File: src/rtl/rtc_irq_pkg.sv
// Shared constants and the register address map of the RTC interrupt
// controller. Assumes one status bit per source plus one summary bit.
package rtc_irq_pkg;

    localparam int PERIODIC_N = 6;
    localparam int BYTE_W     = 8;
    localparam int REG_ADDR_W = 2;
    localparam int EN_BIT_POS = 4;

    typedef enum logic [REG_ADDR_W-1:0] {
        RA_STATUS = 2'd0,
        RA_MASK   = 2'd1,
        RA_CMD    = 2'd2,
        RA_SPARE  = 2'd3
    } reg_addr_e;

endpackage

File: src/rtl/rtc_irq_flags.sv
// Sticky per-source event flags. Each flag sets on its event pulse and
// clears on the status-read edge, unless its event arrives on that same
// edge. Assumes event inputs are synchronous single-cycle pulses.
module rtc_irq_flags #(
    parameter int SRC_N = 7
) (
    input  logic             clk,
    input  logic             rst_n,
    input  logic [SRC_N-1:0] evt,
    input  logic             clr,
    output logic [SRC_N-1:0] flags
);

    for (genvar g = 0; g < SRC_N; g++) begin : g_flag
        // Capture one source; a read-clear loses to a coincident event.
        always_ff @(posedge clk) begin
            if (!rst_n) begin
                flags[g] <= 1'b0;
            end else if (clr) begin
                flags[g] <= evt[g];
            end else if (evt[g]) begin
                flags[g] <= 1'b1;
            end
        end
    end

endmodule

File: src/rtl/rtc_irq_regs.sv
// Register-bus decode: mask and command storage, status read strobe and
// read-data mux. Assumes single-cycle read and write strobes. All access
// is locked out while standby is high.
module rtc_irq_regs
    import rtc_irq_pkg::*;
#(
    parameter int SRC_N  = 7,
    parameter int DATA_W = BYTE_W,
    parameter int ADDR_W = REG_ADDR_W,
    parameter int EN_BIT = EN_BIT_POS
) (
    input  logic              clk,
    input  logic              rst_n,
    input  logic              standby,
    input  logic              bus_sel,
    input  logic              bus_wr,
    input  logic              bus_rd,
    input  logic [ADDR_W-1:0] bus_addr,
    input  logic [DATA_W-1:0] bus_wdata,
    input  logic [DATA_W-1:0] status_val,
    output logic [SRC_N-1:0]  mask,
    output logic              irq_en,
    output logic              status_clr,
    output logic [DATA_W-1:0] bus_rdata
);

    localparam int PAD_W = DATA_W - SRC_N;

    logic              acc_ok;
    logic              wr_ok;
    logic              rd_ok;
    logic [DATA_W-1:0] mask_rd;
    logic [DATA_W-1:0] cmd_rd;

    // Qualify bus strobes with select and the standby lock-out.
    always_comb begin
        acc_ok = bus_sel && !standby;
        wr_ok  = acc_ok && bus_wr;
        rd_ok  = acc_ok && bus_rd;
    end

    // Status read strobe that clears the flags at this edge.
    always_comb begin
        status_clr = rd_ok && (bus_addr == RA_STATUS);
    end

    // Mask register, only the source bits are stored.
    always_ff @(posedge clk) begin
        if (!rst_n) begin
            mask <= '0;
        end else if (wr_ok && (bus_addr == RA_MASK)) begin
            mask <= bus_wdata[SRC_N-1:0];
        end
    end

    // Command register, only the enable bit is stored.
    always_ff @(posedge clk) begin
        if (!rst_n) begin
            irq_en <= 1'b0;
        end else if (wr_ok && (bus_addr == RA_CMD)) begin
            irq_en <= bus_wdata[EN_BIT];
        end
    end

    // Readback images with unused bits forced to zero.
    always_comb begin
        mask_rd = {{PAD_W{1'b0}}, mask};
        cmd_rd  = '0;
        cmd_rd[EN_BIT] = irq_en;
    end

    // Read-data mux, zero outside a valid read cycle.
    always_comb begin
        bus_rdata = '0;
        if (rd_ok) begin
            case (bus_addr)
                RA_STATUS: bus_rdata = status_val;
                RA_MASK:   bus_rdata = mask_rd;
                RA_CMD:    bus_rdata = cmd_rd;
                default:   bus_rdata = '0;
            endcase
        end
    end

endmodule

File: src/rtl/rtc_irq_summary.sv
// Global interrupt flag and output gate. The global flag sets one edge
// after a masked-in flag is pending with the enable on. It holds until a
// status read. The output is the global flag gated by the enable.
module rtc_irq_summary #(
    parameter int SRC_N = 7
) (
    input  logic             clk,
    input  logic             rst_n,
    input  logic [SRC_N-1:0] flags,
    input  logic [SRC_N-1:0] mask,
    input  logic             irq_en,
    input  logic             clr,
    output logic             gflag,
    output logic             irq
);

    logic hit;

    // Any pending flag that the mask lets through while enabled.
    always_comb begin
        hit = irq_en && ((flags & mask) != '0);
    end

    // Sticky summary flag; a status read wins over a new hit.
    always_ff @(posedge clk) begin
        if (!rst_n) begin
            gflag <= 1'b0;
        end else if (clr) begin
            gflag <= 1'b0;
        end else if (hit) begin
            gflag <= 1'b1;
        end
    end

    // Output gated by the command enable.
    always_comb begin
        irq = gflag && irq_en;
    end

endmodule

File: src/rtl/rtc_irq_ctrl.sv
// Top of the RTC interrupt controller. Packs the alarm and periodic
// events into one source vector, latches them, and builds the summary
// flag and output. Assumes the data width is one bit wider than the
// number of sources.
module rtc_irq_ctrl
    import rtc_irq_pkg::*;
#(
    parameter int PER_N  = PERIODIC_N,
    parameter int DATA_W = BYTE_W,
    parameter int ADDR_W = REG_ADDR_W
) (
    input  logic              clk,
    input  logic              rst_n,
    input  logic              standby,
    input  logic              evt_alarm,
    input  logic [PER_N-1:0]  evt_periodic,
    input  logic              bus_sel,
    input  logic              bus_wr,
    input  logic              bus_rd,
    input  logic [ADDR_W-1:0] bus_addr,
    input  logic [DATA_W-1:0] bus_wdata,
    output logic [DATA_W-1:0] bus_rdata,
    output logic              irq,
    output logic              global_flag
);

    localparam int SRC_N = PER_N + 1;

    logic [SRC_N-1:0]  src_evt;
    logic [SRC_N-1:0]  src_flags;
    logic [SRC_N-1:0]  src_mask;
    logic              irq_en;
    logic              status_clr;
    logic [DATA_W-1:0] status_val;

    // Source vector: alarm at bit 0, periodic taps above it.
    always_comb begin
        src_evt    = {evt_periodic, evt_alarm};
        status_val = {global_flag, src_flags};
    end

    rtc_irq_flags #(.SRC_N(SRC_N)) u_flags (
        .clk   (clk),
        .rst_n (rst_n),
        .evt   (src_evt),
        .clr   (status_clr),
        .flags (src_flags)
    );

    rtc_irq_regs #(
        .SRC_N  (SRC_N),
        .DATA_W (DATA_W),
        .ADDR_W (ADDR_W),
        .EN_BIT (EN_BIT_POS)
    ) u_regs (
        .clk        (clk),
        .rst_n      (rst_n),
        .standby    (standby),
        .bus_sel    (bus_sel),
        .bus_wr     (bus_wr),
        .bus_rd     (bus_rd),
        .bus_addr   (bus_addr),
        .bus_wdata  (bus_wdata),
        .status_val (status_val),
        .mask       (src_mask),
        .irq_en     (irq_en),
        .status_clr (status_clr),
        .bus_rdata  (bus_rdata)
    );

    rtc_irq_summary #(.SRC_N(SRC_N)) u_sum (
        .clk    (clk),
        .rst_n  (rst_n),
        .flags  (src_flags),
        .mask   (src_mask),
        .irq_en (irq_en),
        .clr    (status_clr),
        .gflag  (global_flag),
        .irq    (irq)
    );

endmodule

File: config.mk
export PLATFORM = sky130hd
export DESIGN_NAME = rtc_irq_ctrl
export DESIGN_NICKNAME = d
export VERILOG_FILES = /design/src/rtl/rtc_irq_pkg.sv /design/src/rtl/rtc_irq_flags.sv /design/src/rtl/rtc_irq_regs.sv /design/src/rtl/rtc_irq_summary.sv /design/src/rtl/rtc_irq_ctrl.sv
export SDC_FILE = /design/constraint.sdc
export NUM_CORES = 1
export LEC_CHECK = 0
export BUFFER_PORTS_ARGS = -buffer_cell sky130_fd_sc_hd__buf_2
export CAP_MARGIN = 40
export CELL_PAD_IN_SITES_DETAIL_PLACEMENT = 1
export CELL_PAD_IN_SITES_GLOBAL_PLACEMENT = 2
export CORE_AREA = 8 8 62 64
export DETAILED_ROUTE_END_ITERATION = 7
export DIE_AREA = 0 0 70 72
export GPL_ROUTABILITY_DRIVEN = 0
export PLACE_DENSITY = 0.86
export SKIP_LAST_GASP = 1
export SLEW_MARGIN = 20
export SYNTH_ARGS = -nofsm -noshare
export SYNTH_HDL_FRONTEND = slang
export SYNTH_SLANG_ARGS = --single-unit
File: constraint.sdc
create_clock -name clk -period 1.9 [get_ports clk]
set_input_delay 0.095 -clock clk [delete_from_list [all_inputs] [get_ports clk]]
set_output_delay 0.095 -clock clk [all_outputs]
set_load 0.03 [all_outputs]
==> metrics, run 1 <==
Worst Hold End u_flags.flags[2]; worst min path class input pin to flip-flop; Clock Skew 0.009872 ns; hold buffers post-CTS 0; area grow syn2layout 29.61%; maxcap violations 0; slew margin rel. 61.49%; vias in the first global route 796; Max Slew Vio Count 0; Via density about 5.0; CP most frequent cell buf_2; per-cell routed wire length about 16 um; number of core rows 20; die height 72 um; routed vias 700; VDD IR-drop max 0.2292 mV; final WL 2195 um; clock buffer depth 2; share of the synthesized area in the top cell type roughly 42%; initial antenna violation count 0; H-Tree Depth 1; # nets final 131; commonest non-fill, non-tap cell in the layout buf_2; CP Launch Type input pin; Worst-Margin Slew 0.5745 ns; first-pass GRT wire length 3594 um; largest net degree at the start of global routing 24; CP Cell Sequence buf_2 > nand3b_4 > nor3_2 > a22o_1 > buf_2; TritonCTS clock tree yes; fin crit period 1.373 ns; core area 0.002903 mm^2; CP Capture Type output pin; DIE AREA 0.005040 mm^2; Initial Util 26.21%; worst flop-to-flop path endpoint u_sum.gflag; Worst R2R Setup Slack 1.04 ns; endpoints failing setup 0; Distinct cells, synth 20; Mapped Avg Cell Area 10.28 um^2; final hold violation count 0; grt total ovfl 0; most frequent cells in the layout 31 x buf_2, 16 x dfxtp_1, 15 x nand2_1; number of synthesized register bits 16; Req. time, crit path 1.80 ns; sequential-to-total area share from yosys stat 42.11%; clk_lat worst skew 0.29 ns; Routed Antenna Nets 0; Synth area leader dfxtp_1; fin crit share 72.28%; Clock transition at path regs 0.10 ns; critical path's slowest cell nor3_2; RSZ-0062 raised after global routing false; Fmax 728.2 MHz; post-cts resize count 0; slowest cell delay on critical path between 0.4 and 0.5 ns; Final HPWL DP 1741 um; # port buffers 31; total track usage 8.730%; DRT Pass-1 Iters 4; width of the die 70 um; initial DRC count 23; HP Start evt_periodic[1]; number of antenna diodes 0; PD cells ~700 mW/mm^2; RR Startpoint u_flags.flags[6]; clock sinks 16; Mapped Cells 74; worst path arrival time 1.28 ns; synth top area cells dfxtp_1 42%, a22o_1 15%, mux2i_1 12%, nand2_1 7.4%, a22oi_1 3.0%; R2R cell count 3; syn_nets 97; Ys Warns 0; Hold Path Depth 2; Syn Std Cell Area 760.7 um^2; Critical Path Fanout Max 7; Num CTS Buffers 3; io pins 33; DRC 0; status complete, no violations; Pwr Total 674.0 uW; setup tns final 0 ns; leakage dissipation 0.4713 nW; final core utilization 33.97%; Post-CTS Setup Inserts 0; critical path class input pin to output pin; root buffer cell clkbuf_4; ratio of cells with drive above 1 in the final layout a little under two fifths
==> cell type report <==
type	count	area [um^2]
Fill cell	356	1917
Sequential cell	16	320.3
Clock buffer	4	36.28
Tap cell	33	41.29
Multi-Input combinational cell	56	432.9
Timing Repair Buffer	31	155.1
==> kinds of logic after synthesis <==
group,count (synthesis),share of synthesized area (%)
compound gates,20,23.19
buf+inv,2,0.9872
flops,16,42.11
mux,9,11.84
simple gates,27,21.88
==> how the worst max path moves through the flow <==
| stage | startpoint | to | slack, ns |
|---|---|---|---|
| floorplan | u_regs.mask[4] | bus_rdata[4] | 0.85 |
| global placement | standby | bus_rdata[5] | 0.57 |
| detailed placement | standby | bus_rdata[5] | 0.54 |
| CTS | standby | bus_rdata[5] | 0.54 |
| global route | standby | bus_rdata[5] | 0.46 |
| finish | standby | bus_rdata[5] | 0.53 |
==> cells in the mapped netlist <==
master,instances
a21oi_1,1
a22o_1,13
a22oi_1,3
and2_1,2
clkbuf_1,2
dfxtp_1,16
mux2i_1,9
nand2_1,15
nand2b_2,1
nand3b_1,2
nand3b_4,1
nand4_1,1
nor2_1,1
nor2_2,1
nor2_8,1
nor3_2,1
nor3b_1,1
o211a_1,1
o21a_1,1
o31a_4,1
==> sequential cells by signal (all words and copies together) (netlist names) <==
name,count
u_flags.flags,7
u_regs.irq_en,1
u_regs.mask,7
u_sum.gflag,1
==> per-stage QoR <==
step                cells  area, um^2  hold slack, ns  setup WS [ns]
floorplan              74       760.7          0.2276         0.8544
global placement      136       949.7          0.3138         0.5717
detailed placement    136       949.7          0.3223         0.5428
CTS                   140       985.9        0.008413         0.5380
global route          140       985.9        0.007062         0.4640
finish                140       985.9         0.01566         0.5267
==> report_power, final <==
group          internal [mW]  leakage [nW]  switching, mW
clock                  0.117        0.0210          0.111
sequential             0.352         0.132         0.0134
combinational         0.0406         0.319         0.0404
==> per-layer routing <==
layer  wire length [um]  GRT usage (%)  up-vias
met5                  0              0        -
met4                 12          3.348        0
met3                116          2.592        2
met2               1119          15.74       21
met1                946          9.370      334
li1                   -              -      343
==> worst max-delay path: cells and delay by family <==
family                 cells  cell delay (ns)
AND/OR/NAND/NOR            2             0.63
AO/OA/AOI/OAI              1             0.25
buffers and inverters      2             0.30
Note: power is estimated with default switching activity, not from simulation.
==> inputs of run 2 (changes only) <==
--- a/config.mk
+++ b/config.mk
@@ -9,11 +9,11 @@
 export CAP_MARGIN = 40
 export CELL_PAD_IN_SITES_DETAIL_PLACEMENT = 1
 export CELL_PAD_IN_SITES_GLOBAL_PLACEMENT = 2
-export CORE_AREA = 8 8 62 64
+export CORE_AREA = 8 8 66 68
 export DETAILED_ROUTE_END_ITERATION = 7
-export DIE_AREA = 0 0 70 72
+export DIE_AREA = 0 0 74 76
 export GPL_ROUTABILITY_DRIVEN = 0
-export PLACE_DENSITY = 0.86
+export PLACE_DENSITY = 0.8
 export SKIP_LAST_GASP = 1
 export SLEW_MARGIN = 20
 export SYNTH_ARGS = -nofsm -noshare
==> constraint.sdc (replaced) <==
create_clock -name clk -period 1.2 [get_ports clk]
set_input_delay 0.06 -clock clk [delete_from_list [all_inputs] [get_ports clk]]
set_output_delay 0.06 -clock clk [all_outputs]
set_load 0.03 [all_outputs]
==> metrics, run 2 (same netlist as run 1, synthesis figures left out) <==
status complete, no violations (unchanged); biggest regs u_flags.flags: 7 flops, u_regs.mask: 7 flops (unchanged); largest net degree at the start of global routing 15 (was 24); final hold violation count 0 (unchanged); Critical Path Fanout Max 3 (was 7); vias in the first global route 812 (was 796); per-cell routed wire length 13.39 um (was 15.68 um); endpoints failing setup 0 (unchanged); number of core rows 22 (was 20); final WL 2183 um (was 2195 um); VDD IR-drop max 0.3501 mV (was 0.2292 mV); CP Cell Sequence mux2i_1 > o21a_1 > nor2_1 > buf_4 (was buf_2 > nand3b_4 > nor3_2 > a22o_1 > buf_2); # nets final 139 (was 131); routed vias 720 (was 700); Hold Path Depth 2 (unchanged); ratio of cells with drive above 1 in the final layout 42.61% (was 38.32%); setup tns final 0 ns (unchanged); Initial Util 22.11% (was 26.21%); Fmax 850.1 MHz; clock sinks 16 (unchanged); core area 0.003441 mm^2 (was 0.002903 mm^2); total track usage 7.876% (was 8.730%); Routed Antenna Nets 0 (unchanged); Clock transition at path regs 0.09 ns (was 0.10 ns); leakage dissipation 0.5104 nW (was 0.4713 nW); RSZ-0062 raised after global routing true (was false); maxcap violations 0 (unchanged); CP Capture Type output pin (unchanged); Clock Skew 0.001899 ns (was 0.009872 ns); Req. time, crit path 1.14 ns (was 1.80 ns); clk_lat worst skew 0.28 ns (was 0.29 ns); DIE AREA 0.005624 mm^2 (was 0.005040 mm^2); critical path's slowest cell dfxtp_2 (was nor3_2); commonest non-fill, non-tap cell in the layout buf_2 (unchanged); critical path depth 4 (was 5); Via density 4.417 (was 5.000); number of antenna diodes 0 (unchanged); slew margin rel. 78.19% (was 61.49%); TritonCTS clock tree yes (unchanged); hold_ws 0.007336 ns (was 0.01566 ns); DRC 0 (unchanged); fin crit share between 90% and 100%; most frequent cells in the layout 30 x buf_2, 15 x nand2_1, 13 x a22o_1, 13 x dfxtp_1, 9 x mux2i_1 (was 31 x buf_2, 16 x dfxtp_1, 15 x nand2_1); clock buffer depth 2 (unchanged); PD cells 991.7 mW/mm^2 (was 683.6 mW/mm^2); worst min path class input pin to flip-flop (unchanged); width of the die 74 um (was 70 um); initial DRC count 14 (was 23); Pwr Total 1.070 mW (was 674.0 uW); Num CTS Buffers 3 (unchanged); root buffer cell clkbuf_4 (unchanged); CP Launch Type flip-flop (was input pin); fin crit period 1.176 ns; final core utilization 31.35% (was 33.97%); io pins 33 (unchanged); Worst Path Buf+Inv 1 (was 2); DRT Pass-1 Iters 4 (unchanged); grt total ovfl 0 (unchanged); # port buffers 31 (unchanged); slowest cell delay on critical path 0.34 ns (was 0.46 ns); area grow syn2layout 41.78% (was 29.61%); Non-Filler Instances 163 (was 140); Worst-Margin Slew 0.3268 ns (was 0.5745 ns); Max Slew Vio Count 0 (unchanged); Final HPWL DP 1766 um (was 1741 um); placed cell count 155 (was 136); worst path arrival time 1.12 ns (was 1.28 ns); critical path class flip-flop to output pin (was input pin to output pin); first-pass GRT wire length 3567 um (was 3594 um); R2R cell count 4 (was 3); Worst path top cell family by delay flip-flops (was simple AND/OR/NAND/NOR gates); die height 76 um (was 72 um); layout filler cell count 409 (was 356); initial antenna violation count 0 (unchanged); H-Tree Depth 1 (unchanged)
-- run 2: changes by cell type in the layout (fill, tap and decap cells not counted), sizes merged --
cell         previous run  this run
buf                    31        36
dlygate4sd3             0         3
-- run 2: final timing paths --
path / from / end / slack, ns
min: evt_alarm / u_flags.flags[0] / 0.007
max: u_flags.flags[4] / bus_rdata[4] / 0.02
min reg2reg: u_flags.flags[4] / u_flags.flags[4] / 0.48
max reg2reg: u_regs.mask[4] / u_sum.gflag / 0.25
-- run 2: power breakdown --
| part | switching (mW) | internal, mW |
|---|---|---|
| Combinational | 0.0676 | 0.0769 |
| Clock | 0.163 | 0.184 |
| Sequential | 0.0202 | 0.558 |
| Total | 0.251 | 0.819 |
-- run 2: layout make-up --
cell class / instances / area (um^2) / area share [%]
flip-flops and latches: 16 / 324.1 / 30.05
repair buffers: 39 / 225.2 / 20.88
multi-input cells: 56 / 432.9 / 40.14
clock buffers: 4 / 36.28 / 3.364
well taps: 48 / 60.06 / 5.568
-- run 2: timing repair --
action | 4_1_cts | 5_1_grt
resized for setup | 4 | 0
setup endpoints to repair | 1 | 1
cloned | 0 | 0
hold endpoints to repair | 3 | 0
hold buffers | 3 | 0
buffers inserted | 1 | 0
-- run 2: layer usage --
metal,GRT usage (%),vias to the layer above,routed length [um]
li1,-,359,-
met1,8.143,337,963
met2,13.29,22,988
met3,3.947,2,218
met4,2.400,0,12
met5,0,-,0
-- run 2: metrics by stage --
step / setup WS (ns) / cell area, um^2
global placement: 0.1105 / 998.5
detailed placement: 0.08393 / 998.5
CTS: 0.006692 / 1079
finish: 0.02363 / 1079
floorplan: 0.1894 / 760.7
global route: -0.04624 / 1079
==> inputs of run 3 (changes only) <==
--- a/config.mk
+++ b/config.mk
@@ -5,15 +5,16 @@
 export SDC_FILE = /design/constraint.sdc
 export NUM_CORES = 1
 export LEC_CHECK = 0
+export ABC_AREA = 1
 export BUFFER_PORTS_ARGS = -buffer_cell sky130_fd_sc_hd__buf_2
 export CAP_MARGIN = 40
 export CELL_PAD_IN_SITES_DETAIL_PLACEMENT = 1
 export CELL_PAD_IN_SITES_GLOBAL_PLACEMENT = 2
-export CORE_AREA = 8 8 66 68
+export CORE_AREA = 8 8 71 73
 export DETAILED_ROUTE_END_ITERATION = 7
-export DIE_AREA = 0 0 74 76
+export DIE_AREA = 0 0 79 81
 export GPL_ROUTABILITY_DRIVEN = 0
-export PLACE_DENSITY = 0.8
+export PLACE_DENSITY = 0.79
 export SKIP_LAST_GASP = 1
 export SLEW_MARGIN = 20
 export SYNTH_ARGS = -nofsm -noshare
==> metrics, run 3 <==
critical path's slowest cell dfxtp_1 (was dfxtp_2); CP Capture Type output pin (unchanged); final core utilization 26.37% (was 31.35%); Max Slew Vio Count 0 (unchanged); met2 Use GR 14.13% (was 13.29%); die height 81 um (was 76 um); Num CTS Buffers 3 (unchanged); GRT met1 Usage 9.475% (was 8.143%); design area 0.001032 mm^2 (was 0.001079 mm^2); worst min path class input pin to flip-flop (unchanged); Post-Place Cell Area 975.9 um^2 (was 998.5 um^2); fin crit share 92.19% (was 98.03%); hold_ws 0.003673 ns (was 0.007336 ns); post-route worst setup slack 0.09368 ns (was 0.02363 ns); number of synthesized register bits 16 (unchanged); status complete, no violations (unchanged); Setup WS pre-CTS 0.1375 ns (was 0.08393 ns); number of antenna diodes 0 (unchanged); Initial Util 19.44% (was 22.11%); asr flop ratio synth 0% (unchanged); H-Tree Depth 1 (unchanged); leakage dissipation 0.5548 nW (was 0.5104 nW); total track usage 8.060% (was 7.876%); number of core rows 23 (was 22); Clock Skew 0.005682 ns (was 0.001899 ns); R2R cell count 6 (was 4); most frequent cells in the layout 31 x buf_2, 30 x nand2_1, 19 x nor2_1 (was 30 x buf_2, 15 x nand2_1, 13 x a22o_1, 13 x dfxtp_1, 9 x mux2i_1); Worst-Margin Slew 0.3136 ns (was 0.3268 ns); biggest regs u_flags.flags: 7 flops, u_regs.mask: 7 flops (unchanged); initial antenna violation count 0 (unchanged); clk_lat worst skew 0.25 ns (was 0.28 ns); EDFF count, synth 0 (unchanged); PD cells 1142 mW/mm^2 (was 991.7 mW/mm^2); clock buffer depth 2 (unchanged); most instantiated cells after synthesis 30 x nand2_1, 19 x nor2_1, 16 x dfxtp_1 (was 16 x dfxtp_1, 15 x nand2_1, 13 x a22o_1); area grow syn2layout 35.69% (was 41.78%); fin crit period 1.106 ns (was 1.176 ns); GR peak layer met2 (unchanged); CP Cell Sequence nand2_1 > a21oi_1 > buf_2 (was mux2i_1 > o21a_1 > nor2_1 > buf_4); met3 Use GR 2.428% (was 3.947%); syn_nets 140 (was 97); Pwr Total 1.179 mW (was 1.070 mW); largest net degree at the start of global routing 19 (was 15); DRC 0 (unchanged); VDD IR-drop max 0.5756 mV (was 0.3501 mV); slowest cell delay on critical path 0.35 ns (was 0.34 ns); Synth area leader dfxtp_1 (unchanged); Syn Std Cell Area 760.7 um^2 (unchanged); Hold Path Depth 3 (was 2); synth top area cells dfxtp_1 42%, nand2_1 15%, nor2_1 9.4%, o21ai_0 7.9%, inv_1 6.9% (was dfxtp_1 42%, a22o_1 15%, mux2i_1 12%, nand2_1 7.4%, a22oi_1 3.0%); ratio of cells with drive above 1 in the final layout 27.81% (was 42.61%); Setup crit end bus_rdata[6] (was bus_rdata[4]); Ys Warns 0 (unchanged); DRT Pass-1 Iters 4 (unchanged); # port buffers 31 (unchanged); Critical path origin u_flags.flags[6] (was u_flags.flags[4]); worst path arrival time 1.05 ns (was 1.12 ns); Worst R2R Setup Slack 0.37 ns (was 0.25 ns); core area 0.003914 mm^2 (was 0.003441 mm^2); critical path class flip-flop to output pin (unchanged); first-pass GRT wire length 4278 um (was 3567 um); worst flop-to-flop path endpoint u_sum.gflag (unchanged); Distinct cells, synth 15 (was 20); slew margin rel. 79.02% (was 78.19%); clock sinks 16 (unchanged); layout filler cell count 536 (was 409); CP Launch Type flip-flop (unchanged); initial DRC count 24 (was 14); final WL 2449 um (was 2183 um); Non-Filler Instances 201 (was 163); Via density 4.194 (was 4.417); per-cell routed wire length 12.18 um (was 13.39 um); grt total ovfl 0 (unchanged); dominant synthesized flop cell dfxtp_1 (unchanged); Mapped Cells 117 (was 74); TritonCTS clock tree yes (unchanged); share of the synthesized area in the top cell type 42.11% (unchanged); final hold violation count 0 (unchanged); sequential-to-total area share from yosys stat 42.11% (unchanged); # nets final 175 (was 139); root buffer cell clkbuf_8 (was clkbuf_4); placed cell count 197 (was 155); endpoints failing setup 0 (unchanged); Mapped Avg Cell Area 6.502 um^2 (was 10.28 um^2); routed vias 843 (was 720); commonest non-fill, non-tap cell in the layout buf_2 (unchanged); Fmax 903.9 MHz (was 850.1 MHz); vias in the first global route 986 (was 812); io pins 33 (unchanged); width of the die 79 um (was 74 um); Clock transition at path regs 0.07 ns (was 0.09 ns); Req. time, crit path 1.14 ns (about the same); setup tns final 0 ns (unchanged); Critical Path Fanout Max 3 (unchanged); Routed Antenna Nets 0 (unchanged); Final HPWL DP 1990 um (was 1766 um); most frequent cell after synthesis nand2_1 (was dfxtp_1); RR Startpoint u_regs.mask[1] (was u_regs.mask[4]); DIE AREA 0.006399 mm^2 (was 0.005624 mm^2); hold buffers post-CTS 0 (was 3); maxcap violations 0 (unchanged)
[run 3: cell count changes after synthesis, sizes merged, moves of 2 or more]
cell    change
inv        +15
a22o       -13
nand3b      -3
and2        -2
a21oi       +2
nor2       +17
nand3      +10
nand2      +18
mux2i       -9
o21ai      +17
a22oi       -3
[run 3: timing repair]
action / in CTS / in global routing
gates resized for setup: 0 / 1
buffers inserted: 0 / 0
endpoints found under the setup margin: 0 / 1
[run 3: worst min-delay path by stage]
stage                    startpoint  slack (ns)          endpoint
finish              evt_periodic[4]       0.004  u_flags.flags[5]
detailed placement  evt_periodic[4]        0.26  u_flags.flags[5]
floorplan           evt_periodic[3]        0.17  u_flags.flags[4]
global route        evt_periodic[3]        0.02  u_flags.flags[4]
CTS                 evt_periodic[4]       0.001  u_flags.flags[5]
global placement    evt_periodic[1]        0.25  u_flags.flags[2]
[run 3: report_power, final]
group	switching [mW]	internal [mW]	total (mW)	leakage [nW]
sequential	0.0188	0.560	0.579	0.132
combinational	0.0751	0.0503	0.125	0.394
clock	0.183	0.291	0.474	0.0288
[run 3: final cells by class]
type                       instances  area [um^2]  share of cell area (%)
inverter                          15        56.30                   5.455
timing repair buffer              32        162.7                   15.76
sequential                        16        321.6                   31.15
clock buffer                       4        55.05                   5.333
multi-input combinational         84        374.1                   36.24
tap                               50        62.56                   6.061
[run 3: worst max-delay path, delay by kind of cell, from the launching register on]
kind / cells / cell delay (ns)
AND/OR/NAND/NOR: 1 / 0.06
buffers and inverters: 1 / 0.22
AO/OA/AOI/OAI: 1 / 0.16
flip-flops: 1 / 0.35
[run 3: kinds of logic (layout without fill, tap and decap cells)]
kind of cell / after synthesis / in the layout / synth area share [%]
flops: 16 / 16 / 42.11
simple gates: 64 / 64 / 36.02
buf+inv: 17 / 51 / 8.715
compound gates: 20 / 20 / 13.16
[run 3: metal layers]
metal / vias to the layer above / part of all wire (%)
li1: 433 / -
met4: 0 / 0.61
met5: - / 0
met2: 24 / 45
met3: 2 / 5.8
met1: 384 / 48
